<file path="src/rtl/nds_pkg.sv">
package nds_pkg;
  // Phase positions inside one access slot; behaviour depends on this order.
  localparam int PH_ROW    = 0;  // row strobe falls
  localparam int PH_CAS_LO = 1;  // first column strobe, low half-byte
  localparam int PH_COL_HI = 2;  // column bit 0 flips to 1
  localparam int PH_CAS_HI = 3;  // second column strobe, high half-byte
  localparam int PH_DONE   = 4;  // row strobe released, byte valid
endpackage

</file>
<file path="src/rtl/nds_phase.sv">
module nds_phase #(
  parameter int PHASES = 8,
  parameter int PH_W   = $clog2(PHASES)
) (
  input  logic            clk,
  input  logic            rst_n,
  input  logic            req_i,
  output logic [PH_W-1:0] ph_o,
  output logic            act_o,
  output logic            start_o
);
  localparam logic [PH_W-1:0] LAST = PH_W'(PHASES - 1);

  function automatic logic [PH_W-1:0] next_phase(input logic [PH_W-1:0] p);
    return (p == LAST) ? '0 : p + 1'b1;
  endfunction

  assign start_o = req_i && (ph_o == LAST);

  always_ff @(posedge clk) begin
    if (!rst_n) begin
      ph_o  <= '0;
      act_o <= 1'b0;
    end else begin
      ph_o <= next_phase(ph_o);
      if (ph_o == LAST) act_o <= req_i;
    end
  end
endmodule

</file>
<file path="src/rtl/nds_strobe.sv">
module nds_strobe
  import nds_pkg::*;
#(
  parameter int ADDR_W = 16,
  parameter int ROW_W  = ADDR_W / 2,
  parameter int MA_W   = ADDR_W - ROW_W + 1,
  parameter int PH_W   = 3
) (
  input  logic              clk,
  input  logic              rst_n,
  input  logic              start_i,
  input  logic [ADDR_W-1:0] addr_i,
  input  logic [PH_W-1:0]   ph_i,
  input  logic              act_i,
  output logic              ras_n_o,
  output logic              cas_n_o,
  output logic [MA_W-1:0]   ma_o
);
  localparam int COL_W = ADDR_W - ROW_W;

  logic [ADDR_W-1:0] addr_q;

  function automatic logic [MA_W-1:0] row_word(input logic [ADDR_W-1:0] a);
    return MA_W'(a[ADDR_W-1:COL_W]);
  endfunction

  function automatic logic [MA_W-1:0] col_word(input logic [ADDR_W-1:0] a, input logic hi);
    return {a[COL_W-1:0], hi};
  endfunction

  always_ff @(posedge clk) begin
    if (!rst_n)       addr_q <= '0;
    else if (start_i) addr_q <= addr_i;
  end

  logic in_ras, col_ph, hi_sel;
  assign in_ras = act_i && (ph_i < PH_W'(PH_DONE));
  assign col_ph = act_i && (ph_i >= PH_W'(PH_CAS_LO)) && (ph_i <= PH_W'(PH_CAS_HI));
  assign hi_sel = (ph_i >= PH_W'(PH_COL_HI));

  assign ras_n_o = !in_ras;
  assign cas_n_o = !(act_i && ((ph_i == PH_W'(PH_CAS_LO)) || (ph_i == PH_W'(PH_CAS_HI))));
  assign ma_o    = col_ph ? col_word(addr_q, hi_sel) : row_word(addr_q);
endmodule

</file>
<file path="src/rtl/nds_merge.sv">
module nds_merge
  import nds_pkg::*;
#(
  parameter int NIB_W = 4,
  parameter int PH_W  = 3
) (
  input  logic               clk,
  input  logic               rst_n,
  input  logic [PH_W-1:0]    ph_i,
  input  logic               act_i,
  input  logic [NIB_W-1:0]   dq_i,
  output logic               cap_lo_o,
  output logic               cap_hi_o,
  output logic               valid_o,
  output logic [2*NIB_W-1:0] byte_o
);
  logic [NIB_W-1:0] lo_q;

  function automatic logic [2*NIB_W-1:0] join_halves(input logic [NIB_W-1:0] hi,
                                                     input logic [NIB_W-1:0] lo);
    return {hi, lo};
  endfunction

  assign cap_lo_o = act_i && (ph_i == PH_W'(PH_CAS_LO));
  assign cap_hi_o = act_i && (ph_i == PH_W'(PH_CAS_HI));

  always_ff @(posedge clk) begin
    if (!rst_n) begin
      lo_q    <= '0;
      byte_o  <= '0;
      valid_o <= 1'b0;
    end else begin
      valid_o <= cap_hi_o;
      if (cap_lo_o) lo_q <= dq_i;
      if (cap_hi_o) byte_o <= join_halves(dq_i, lo_q);
    end
  end
endmodule

</file>
<file path="src/rtl/nib_dram_seq.sv">
module nib_dram_seq #(
  parameter int ADDR_W = 16,
  parameter int NIB_W  = 4,
  parameter int PHASES = 8
) (
  input  logic                          clk,
  input  logic                          rst_n,
  input  logic                          req_i,
  input  logic [ADDR_W-1:0]             addr_i,
  input  logic [NIB_W-1:0]              dq_i,
  output logic                          ras_n_o,
  output logic                          cas_n_o,
  output logic [ADDR_W-ADDR_W/2:0]      ma_o,
  output logic                          valid_o,
  output logic [2*NIB_W-1:0]            byte_o
);
  localparam int PH_W  = $clog2(PHASES);
  localparam int ROW_W = ADDR_W / 2;
  localparam int MA_W  = ADDR_W - ROW_W + 1;

  logic [PH_W-1:0] ph;
  logic            act, start, cap_lo, cap_hi;

  nds_phase #(.PHASES(PHASES), .PH_W(PH_W)) u_phase (
    .clk(clk), .rst_n(rst_n), .req_i(req_i),
    .ph_o(ph), .act_o(act), .start_o(start)
  );

  nds_strobe #(.ADDR_W(ADDR_W), .ROW_W(ROW_W), .MA_W(MA_W), .PH_W(PH_W)) u_strobe (
    .clk(clk), .rst_n(rst_n), .start_i(start), .addr_i(addr_i),
    .ph_i(ph), .act_i(act),
    .ras_n_o(ras_n_o), .cas_n_o(cas_n_o), .ma_o(ma_o)
  );

  nds_merge #(.NIB_W(NIB_W), .PH_W(PH_W)) u_merge (
    .clk(clk), .rst_n(rst_n), .ph_i(ph), .act_i(act), .dq_i(dq_i),
    .cap_lo_o(cap_lo), .cap_hi_o(cap_hi), .valid_o(valid_o), .byte_o(byte_o)
  );
endmodule

</file>
<file path="config.mk">
export PLATFORM = sky130hd
export DESIGN_NAME = nib_dram_seq
export DESIGN_NICKNAME = d
export VERILOG_FILES = /design/src/rtl/nds_pkg.sv /design/src/rtl/nds_phase.sv /design/src/rtl/nds_strobe.sv /design/src/rtl/nds_merge.sv /design/src/rtl/nib_dram_seq.sv
export SDC_FILE = /design/constraint.sdc
export NUM_CORES = 1
export LEC_CHECK = 0
export BUFFER_PORTS_ARGS = -buffer_cell sky130_fd_sc_hd__buf_2
export CAP_MARGIN = 40
export CORE_UTILIZATION = 40
export DETAILED_ROUTE_END_ITERATION = 16
export PLACE_DENSITY = 0.62
export RECOVER_POWER = 50
export SYNTH_ARGS = -nofsm -noshare
export SYNTH_HDL_FRONTEND = slang
export SYNTH_SLANG_ARGS = --single-unit
</file>
<file path="constraint.sdc">
create_clock -name clk -period 3 [get_ports clk]
set_input_delay 0.15 -clock clk [delete_from_list [all_inputs] [get_ports clk]]
set_output_delay 0.15 -clock clk [all_outputs]
set_load 0.01 [all_outputs]
</file>
=== Yosys cells after proc, flatten, opt, wreduce, memory -nomap -nowiden ===
Cells that the tools add are included.

* Word-level logic and storage cells: 27
* Bits in registers: 33
* Input bits: 23
* Output and inout port bits: 20

* Order comparisons: 4
* Reduce and logical (&&, ||, !) cells: 11
* $add $sub $neg: 1
* Bitwise logic cells: 1
* Equality and inequality tests: 3
* Muxes and demuxes: 1

{| class="wikitable"
|+ Operators with widths
! kind !! count
|-
| $mux 9 || 1
|-
| $logic_and 1x1->1 || 7
|-
| $add 3x1->3 const B || 1
|-
| $eq 3x1->1 const B || 1
|-
| $eq 3x2->1 const B || 1
|-
| $eq 3x3->1 const B || 1
|-
| $ge 3x1->1 const B || 1
|-
| $ge 3x2->1 const B || 1
|-
| $le 3x2->1 const B || 1
|-
| $lt 3x3->1 const B || 1
|-
| $logic_not 1->1 || 2
|-
| $reduce_or 2->1 || 1
|-
| $logic_or 1x1->1 || 1
|-
| $not 1->1 || 1
|}

=== Longest topological paths before layout ===
Gate-level depths: netlist of the first run.

* Word-level depth: 4
* Gate-level depth with buffers: 7
* Gate-level depth less buffers: 5

=== Hierarchy ===
Synthesis of the first run repeated with hierarchy kept, for this count alone.

* Cell total of the unflattened synthesis: 125
* Area, all modules: 1436.4 µm²

{| class="wikitable"
|+ By module, submodules not included
! module !! sequential area each (µm²) !! cells an instance !! instances !! area each (µm²)
|-
| nds_strobe || 320.3 || 65 || 1 || 777.0
|-
| nds_merge || 260.2 || 48 || 1 || 504.2
|-
| nds_phase || 80.1 || 12 || 1 || 155.1
|}

=== Least setup slack after synthesis of the first run ===
OpenSTA, ideal clock, no wires.

* Kind: register -> output
* From: register u_phase.ph_o[1]
* To: output port ma_o[1]
* Arrival time: 1696 ps
* Path slack: 1154 ps
* Required time: 2850 ps
* Path buffers: 0
* Stages on the path, launching flop included: 6
* Path through: dfxtp_1 > inv_1 > ha_1 > or4_4 > o211ai_4 > mux2_2

* Word-level cells in the longest chain between the ends: 4
* Elaborated cells on any way between the ends: 5
* Those cells by class: order compare: 2; mux: 1; reduce/logical: 2

{| class="wikitable"
|+ RTL lines
! item !! line !! source
|-
| start, declared || nds_phase.sv:8 || <nowiki>output logic [PH_W-1:0] ph_o,</nowiki>
|-
| start signal, assigned || nds_phase.sv:25 || <nowiki>ph_o <= next_phase(ph_o);</nowiki>
|-
| $ge 3x1->1 || nds_strobe.sv:38 || <nowiki>assign col_ph = act_i && (ph_i >= PH_W'(PH_CAS_LO)) && (ph_i <= PH_W'(PH_CAS_HI));</nowiki>
|-
| $logic_and 1x1->1 || nds_strobe.sv:38 ||
|-
| $logic_and 1x1->1 * || nds_strobe.sv:38 ||
|-
| $mux 9 * || nds_strobe.sv:43 || <nowiki>assign ma_o = col_ph ? col_word(addr_q, hi_sel) : row_word(addr_q);</nowiki>
|-
| end, declared || nib_dram_seq.sv:13 || <nowiki>output logic [ADDR_W-ADDR_W/2:0] ma_o,</nowiki>
|}

Mark *: on every way between the ends. The rest lies on a longest branch, timed or not.

=== Worst setup path after layout of the first run ===
* From: register u_phase.ph_o[1]
* To: output port ma_o[5]

Same word-level chain as after synthesis.

==> metrics.txt, run 1 <==
Max Clk Rate=411 MHz; Cells after Synth=157; DRC Markers=2; Max Fanout on Critical Path=9; Post-synth EDFFs=0; top_reg_cell synth=dfxtp_1; Synth top area share=47.4%; largest cells by area after synthesis=dfxtp_1 (47%), nand2_1 (13%), a21boi_0 (13%), mux2_2 (5.7%), ha_1 (3.6%); Power Density=~500 nW/um2; hold endpoint=u_strobe.addr_q[11]; Hold Crit Start=addr_i[11]; Fill cells=344; failing checks=design-rule violations; DR vias=1,123; share of cells above drive strength 1=about a quarter; Cells after DPL=roughly 240; Comb pwr share=5.3%; DR WL/cell=~12 um; RSZ-0062 raised after global routing=false; cts hold-fix bufs=0; largest net degree at the start of global routing=32; Post-Place Setup Slack=0.932 ns; Syn Nets=184; vias in the first global route=1,036; routability congestion estimate=a little over 0.7; FF-to-FF setup slack=1.29 ns; Synth cell types=20; outcome=finished, violations left; Final Non-Filler Cells=245; kind of end point of the critical path=output pin; Worst-Margin Slew=0.591 ns; Worst Reg-to-Reg Cells=5; synthesis-to-layout area growth=22.2%; Min Clock Period, post-route=between 2 and 2.5 ns; Site Rows=21; Yosys Warn Count=0; drt initial violations=between 40 and 50; H-tree Lvls=2; Setup CP Type=reg -> out; Clock Power Share=about 42%; Layout Nets=225; leakage power=0.689 nW; Synth area leader=dfxtp_1; post-route antenna net violation count=0; first-pass GRT wire length=roughly 4600 um; DP Wirelength=roughly 2000 um; Die W=slightly above 60 um; initial cell density of the core=about two fifths; initial antenna violation count=0; Overflow after GRT=0; CTS tree=yes; antenna fix cells=0; clk sink count=33; P_sw=0.175 mW; flops & latches, synth=33; PortBufs=42; Seq pwr share=53.2%; Max clock buf depth=2; Arr. time, crit path=around 2.3 ns; most common library cell in the layout ignoring fill and taps=nand2_1; final cycle utilization of the critical path=81.0%; GRT Total Usage=17.4%; # IOs=43; CP required=about 2.9 ns; # Post-CTS Setup Buffers=0; drt total wl=2860 um; Pint=0.665 mW; asr flop ratio synth=0%; Die H=61.0 um; Rel. slew slack=60.6%; Root Buffer Master=clkbuf_4; Worst setup SP type=flip-flop; overall power=0.840 mW; clock slew seen by the registers of the worst setup and hold paths=0.10 ns; Hold Path Depth=3; most frequent cells in the layout=nand2_1 (50), dfxtp_1 (33), buf_2 (32), a21boi_0 (24), clkbuf_1 (11); Gates resized, CTS repair=0; FF-to-FF End=u_strobe.addr_q[2]; synthesized area=1390 um2; Pins Over Slew Limit=0; type of the worst min-delay path=in -> reg; drt pass-1 iters=9; syn_area_per_cell=~8.9 um2; final worst slack=about 0.57 ns; clock latency on the worst-skew pair=0.34 ns; CTS buffer count=5; DIE AREA=3720 um2; VDD IR max=0.000232 V; final hold slack=0.0501 ns; FF-to-FF Start=u_phase.ph_o[0]; vias per inst=4.58; Max Clock Skew=0.00995 ns; post-synthesis sequential area ratio=47.4%; Core Area=3340 um2; count of final hold-check violations=0; Switching Share=20.8%; MaxCap Viol Count=0; final setup fails=0; TNS Setup=0 ns
-- power groups by stage --
stage               sequential, mW  clock (mW)  combinational (mW)
floorplan                    0.456           0              0.0254
global placement             0.457           0              0.0428
detailed placement           0.457           0              0.0451
CTS                          0.447       0.359              0.0449
global route                 0.448       0.379              0.0496
finish                       0.447       0.349              0.0444
-- area by class of cell --
type / instances / area, um2 / share of cell area (%)
clock buffers: 7 / 55.1 / 3.23
clock inverters: 1 / 30.0 / 1.76
inverters: 4 / 15.0 / 0.882
multi-input cells: 112 / 687 / 40.3
flip-flops and latches: 33 / 661 / 38.8
well taps: 46 / 57.6 / 3.38
repair buffers: 42 / 198 / 11.6
-- synthesized netlist by cell type, drive strengths merged (2+ instances only) --
master  number
a21boi      25
a21oi        2
and2         3
clkbuf       7
dfxtp       33
ha           4
inv          4
mux2         7
mux2i        4
nand2       50
nand2b       3
nor2         5
nor2b        4
-- per-layer routing --
| layer | track usage, % | part of all wire [%] |
|---|---|---|
| met1 | 21.1 | 47 |
| met5 | 0 | 0 |
| met2 | 27.3 | 45 |
| met3 | 7.14 | 5.4 |
| met4 | 7.79 | 1.9 |
-- registers in the layout (all words and copies together), names as in the netlist --
signal           flops
u_merge.byte_o       8
u_phase.act_o        1
u_phase.ph_o         3
u_merge.lo_q         4
u_strobe.addr_q     16
u_merge.valid_o      1
-- how the worst max path moves through the flow --
stage / endpoint / cells past startpoint / from
6_report: ma_o[5] / 6 / u_phase.ph_o[1]
5_1_grt: ma_o[5] / 6 / u_phase.ph_o[1]
4_1_cts: ma_o[5] / 6 / u_phase.ph_o[1]
3_5_place_dp: ma_o[5] / 6 / u_phase.ph_o[1]
3_3_place_gp: ma_o[5] / 6 / u_phase.ph_o[1]
2_1_floorplan: ma_o[1] / 5 / u_phase.ph_o[1]
-- metrics by stage --
stage          cell area, um2  util (%)
2_1_floorplan            1390         -
3_3_place_gp             1630      48.9
3_5_place_dp             1630      48.9
4_1_cts                  1720      51.4
5_1_grt                  1700      51.0
6_report                 1700      51.0
-- worst max-delay path: stages, from the launching register on --
cell      delay, ns
dfxtp_1        0.41
inv_1          0.07
ha_1           0.21
or4_4          0.56
o211ai_4       0.18
mux2_2         0.38
buf_2          0.14
-- cell families (layout without fill, tap and decap cells) --
| family | count (synthesis) | count (layout) | share of synthesized area (%) |
|---|---|---|---|
| AOI/OAI and AO/OA | 28 | 28 | 15.7 |
| buffers and inverters | 12 | 54 | 3.32 |
| adders and majority gates | 4 | 4 | 3.59 |
| DFF | 33 | 33 | 47.4 |
| and+or+nand+nor | 69 | 69 | 21.5 |
| muxes | 11 | 11 | 8.53 |
No activity file was read; power rests on OpenSTA's default activity.
==> run 2: changes to the inputs <==
Settings changed: ABC_AREA set to 1.
Clock period 3 ns to 2.54 ns, I/O delays scaled along.
==> metrics.txt, run 2 <==
Pins Over Slew Limit=0 (unchanged); register name with the most flops=u_strobe.addr_q; Worst-Margin Slew=0.535 ns (-0.0563 ns); cts hold-fix bufs=0 (unchanged); overall power=0.877 mW (+4.4%); Max clock buf depth=2 (unchanged); Worst setup SP type=flip-flop; final cycle utilization of the critical path=around four fifths; Overflow after GRT=0 (unchanged); Worst Reg-to-Reg Cells=6 (+1); synthesis-to-layout area growth=20.0%; Post-Place Setup Slack=0.812 ns (-0.120 ns); Rel. slew slack=64.3% (+3.7 points); Cells after Synth=172 (+9.6%); Max Fanout on Critical Path=13 (+4); DRC Markers=0 (-2); # Post-CTS Setup Buffers=0 (unchanged); post-synthesis sequential area ratio=49.5% (+2.1 points); CTS buffer count=5 (unchanged); DP Wirelength=2090 um (+3.4%); synthesized area=1340 um2 (-4.2%); DR vias=1,242 (+11%); Hold Path Depth=3 (unchanged); Post-synth top cells=nor2_1 (43), dfxtp_1 (33), o21ai_0 (27); CP required=2.41 ns (-0.44 ns); MaxCap Viol Count=0 (unchanged); share of cells above drive strength 1=23.1% (-0.97 points); CTS tree=yes; Fill cells=354 (+2.9%); FF-to-FF setup slack=0.81 ns (-0.48 ns); Gates resized, CTS repair=0 (unchanged); drt pass-1 iters=4 (-5); first-pass GRT wire length=4760 um (+3.9%); FF-to-FF Start=u_phase.ph_o[0]; GRT Total Usage=18.5% (+1.0 points); final worst slack=0.522 ns (-0.0474 ns); syn_area_per_cell=7.76 um2 (-13%); leakage power=0.699 nW (+1.5%); Die W=59.8 um (-2.1%); routability congestion estimate=0.804 (+13%); vias in the first global route=1,101 (+6.3%); count leader, synth=nor2_1; DR WL/cell=11.2 um (-3.9%); Max Clock Skew=0.00389 ns (-0.00606 ns); antenna fix cells=0 (unchanged); top flop regs=u_strobe.addr_q: 16 flops, u_merge.byte_o: 8 flops, u_merge.lo_q: 4 flops; Synth top area share=49.5% (+2.1 points); DIE AREA=3570 um2 (-4.1%); Die H=59.8 um (-2.1%); FF-to-FF End=u_strobe.addr_q[5]; Hold Crit Start=addr_i[4]; # IOs=43 (unchanged); hold endpoint=u_strobe.addr_q[4]; largest cells by area after synthesis=dfxtp_1 (49%), nor2_1 (12%), o21ai_0 (10%), nand2_1 (5.3%), ha_1 (3.7%); Synth area leader=dfxtp_1; max reg flops=16 (unchanged); vias per inst=4.78 (+4.2%); post-route antenna net violation count=0 (unchanged); outcome=completed; H-tree Lvls=2 (unchanged); TNS Setup=0 ns (unchanged); drt initial violations=42 (-4.5%); clock slew seen by the registers of the worst setup and hold paths=0.10 ns (about the same); most frequent cells in the layout=nor2_1 (43), dfxtp_1 (33), buf_2 (32), o21ai_0 (28), nand2_1 (20); count of final hold-check violations=0 (unchanged); clock latency on the worst-skew pair=0.34 ns (about the same); Yosys Warn Count=0 (unchanged); Core Area=3100 um2 (-7.0%); largest net degree at the start of global routing=30 (-6.3%); most common library cell in the layout ignoring fill and taps=nor2_1; clk sink count=33 (unchanged); Site Rows=20 (-4.8%); PortBufs=42 (unchanged); Setup CP Type=reg -> out; Synth cell types=20 (unchanged); Layout Nets=242 (+7.6%); initial cell density of the core=43.0% (+1.3 points); flops & latches, synth=33 (unchanged); RSZ-0062 raised after global routing=false; Root Buffer Master=clkbuf_4; type of the worst min-delay path=in -> reg; Arr. time, crit path=1.89 ns (-0.39 ns); final setup fails=0 (unchanged); VDD IR max=0.000221 V (-4.6%); top_reg_cell synth=dfxtp_1; Max Clk Rate=495 MHz; asr flop ratio synth=0% (unchanged); Syn Nets=199 (+8.2%); Power Density=547 nW/um2 (+11%); kind of end point of the critical path=output pin; initial antenna violation count=0 (unchanged); drt total wl=2920 um (+2.0%); Min Clock Period, post-route=2.02 ns; Post-synth EDFFs=0 (unchanged)
==> run 2: changes by cell type after synthesis, sizes merged, moves of 8 or more <==
cell    before  now
nand3        0    9
a21boi      25    0
nand2       50   22
o21ai        0   28
nor2         5   46
a21oi        2   10
==> run 2: how the worst max path moves through the flow <==
| stage | slack [ns] | endpoint | startpoint | cells after the start |
|---|---|---|---|---|
| floorplan | 1.14 | cas_n_o | u_phase.ph_o[0] | 6 |
| global placement | 0.88 | u_strobe.addr_q[1] | u_phase.ph_o[0] | 6 |
| detailed placement | 0.81 | u_strobe.addr_q[5] | u_phase.ph_o[0] | 6 |
| CTS | 0.51 | ma_o[0] | u_phase.ph_o[0] | 8 |
| global route | 0.33 | cas_n_o | u_phase.ph_o[0] | 6 |
| finish | 0.52 | cas_n_o | u_phase.ph_o[0] | 6 |
==> run 2: layout make-up <==
class / count / area (um2) / share of cell area, %
flip-flops and latches: 33 / 661 / 41.2
multi-input cells: 122 / 592 / 37.0
repair buffers: 42 / 198 / 12.3
well taps: 44 / 55.1 / 3.44
inverters: 11 / 41.3 / 2.58
clock buffers: 5 / 37.5 / 2.34
clock inverters: 3 / 17.5 / 1.09
==> run 2: report_power, final <==
part | switching [mW] | internal (mW) | total, mW | leakage (nW)
clock | 0.181 | 0.104 | 0.285 | 0.0310
sequential | 0.00484 | 0.523 | 0.527 | 0.266
combinational | 0.0379 | 0.0259 | 0.0639 | 0.401
total | 0.224 | 0.653 | 0.877 | 0.699
==> run 2: cells by family (layout without fill, tap and decap cells) <==
logic type                 Yosys count  in the layout  synth area share, %
DFF                                 33             33                 49.5
buffers and inverters               17             61                 5.72
adders and majority gates            4              4                 3.75
and+or+nand+nor                     78             78                 24.5
AOI/OAI and AO/OA                   40             40                 16.6
==> run 2: metrics by stage <==
stage          cell area (um2)  std cells  hold WS (ns)  utilization, %
2_1_floorplan             1340        172         0.273               -
3_3_place_gp              1570        252         0.383            50.4
3_5_place_dp              1570        252         0.392            50.4
4_1_cts                   1620        260        0.0214            52.2
5_1_grt                   1600        260        0.0370            51.6
6_report                  1600        260        0.0360            51.6
==> run 2: worst max-delay path, stage by stage (launching register included) <==
cell     delay, ns
dfxtp_1       0.36
ha_1          0.22
ha_1          0.21
nand2_1       0.17
inv_1         0.22
a31oi_1       0.21
buf_2         0.16
==> run 2: metal layers <==
layer	wire length [um]	vias up	part of all wire [%]	track usage, %
li1	-	639	-	-
met1	1360	567	47	22.4
met2	1340	30	46	29.4
met3	157	6	5.4	6.06
met4	59	0	2.0	8.97
met5	0	-	0	0
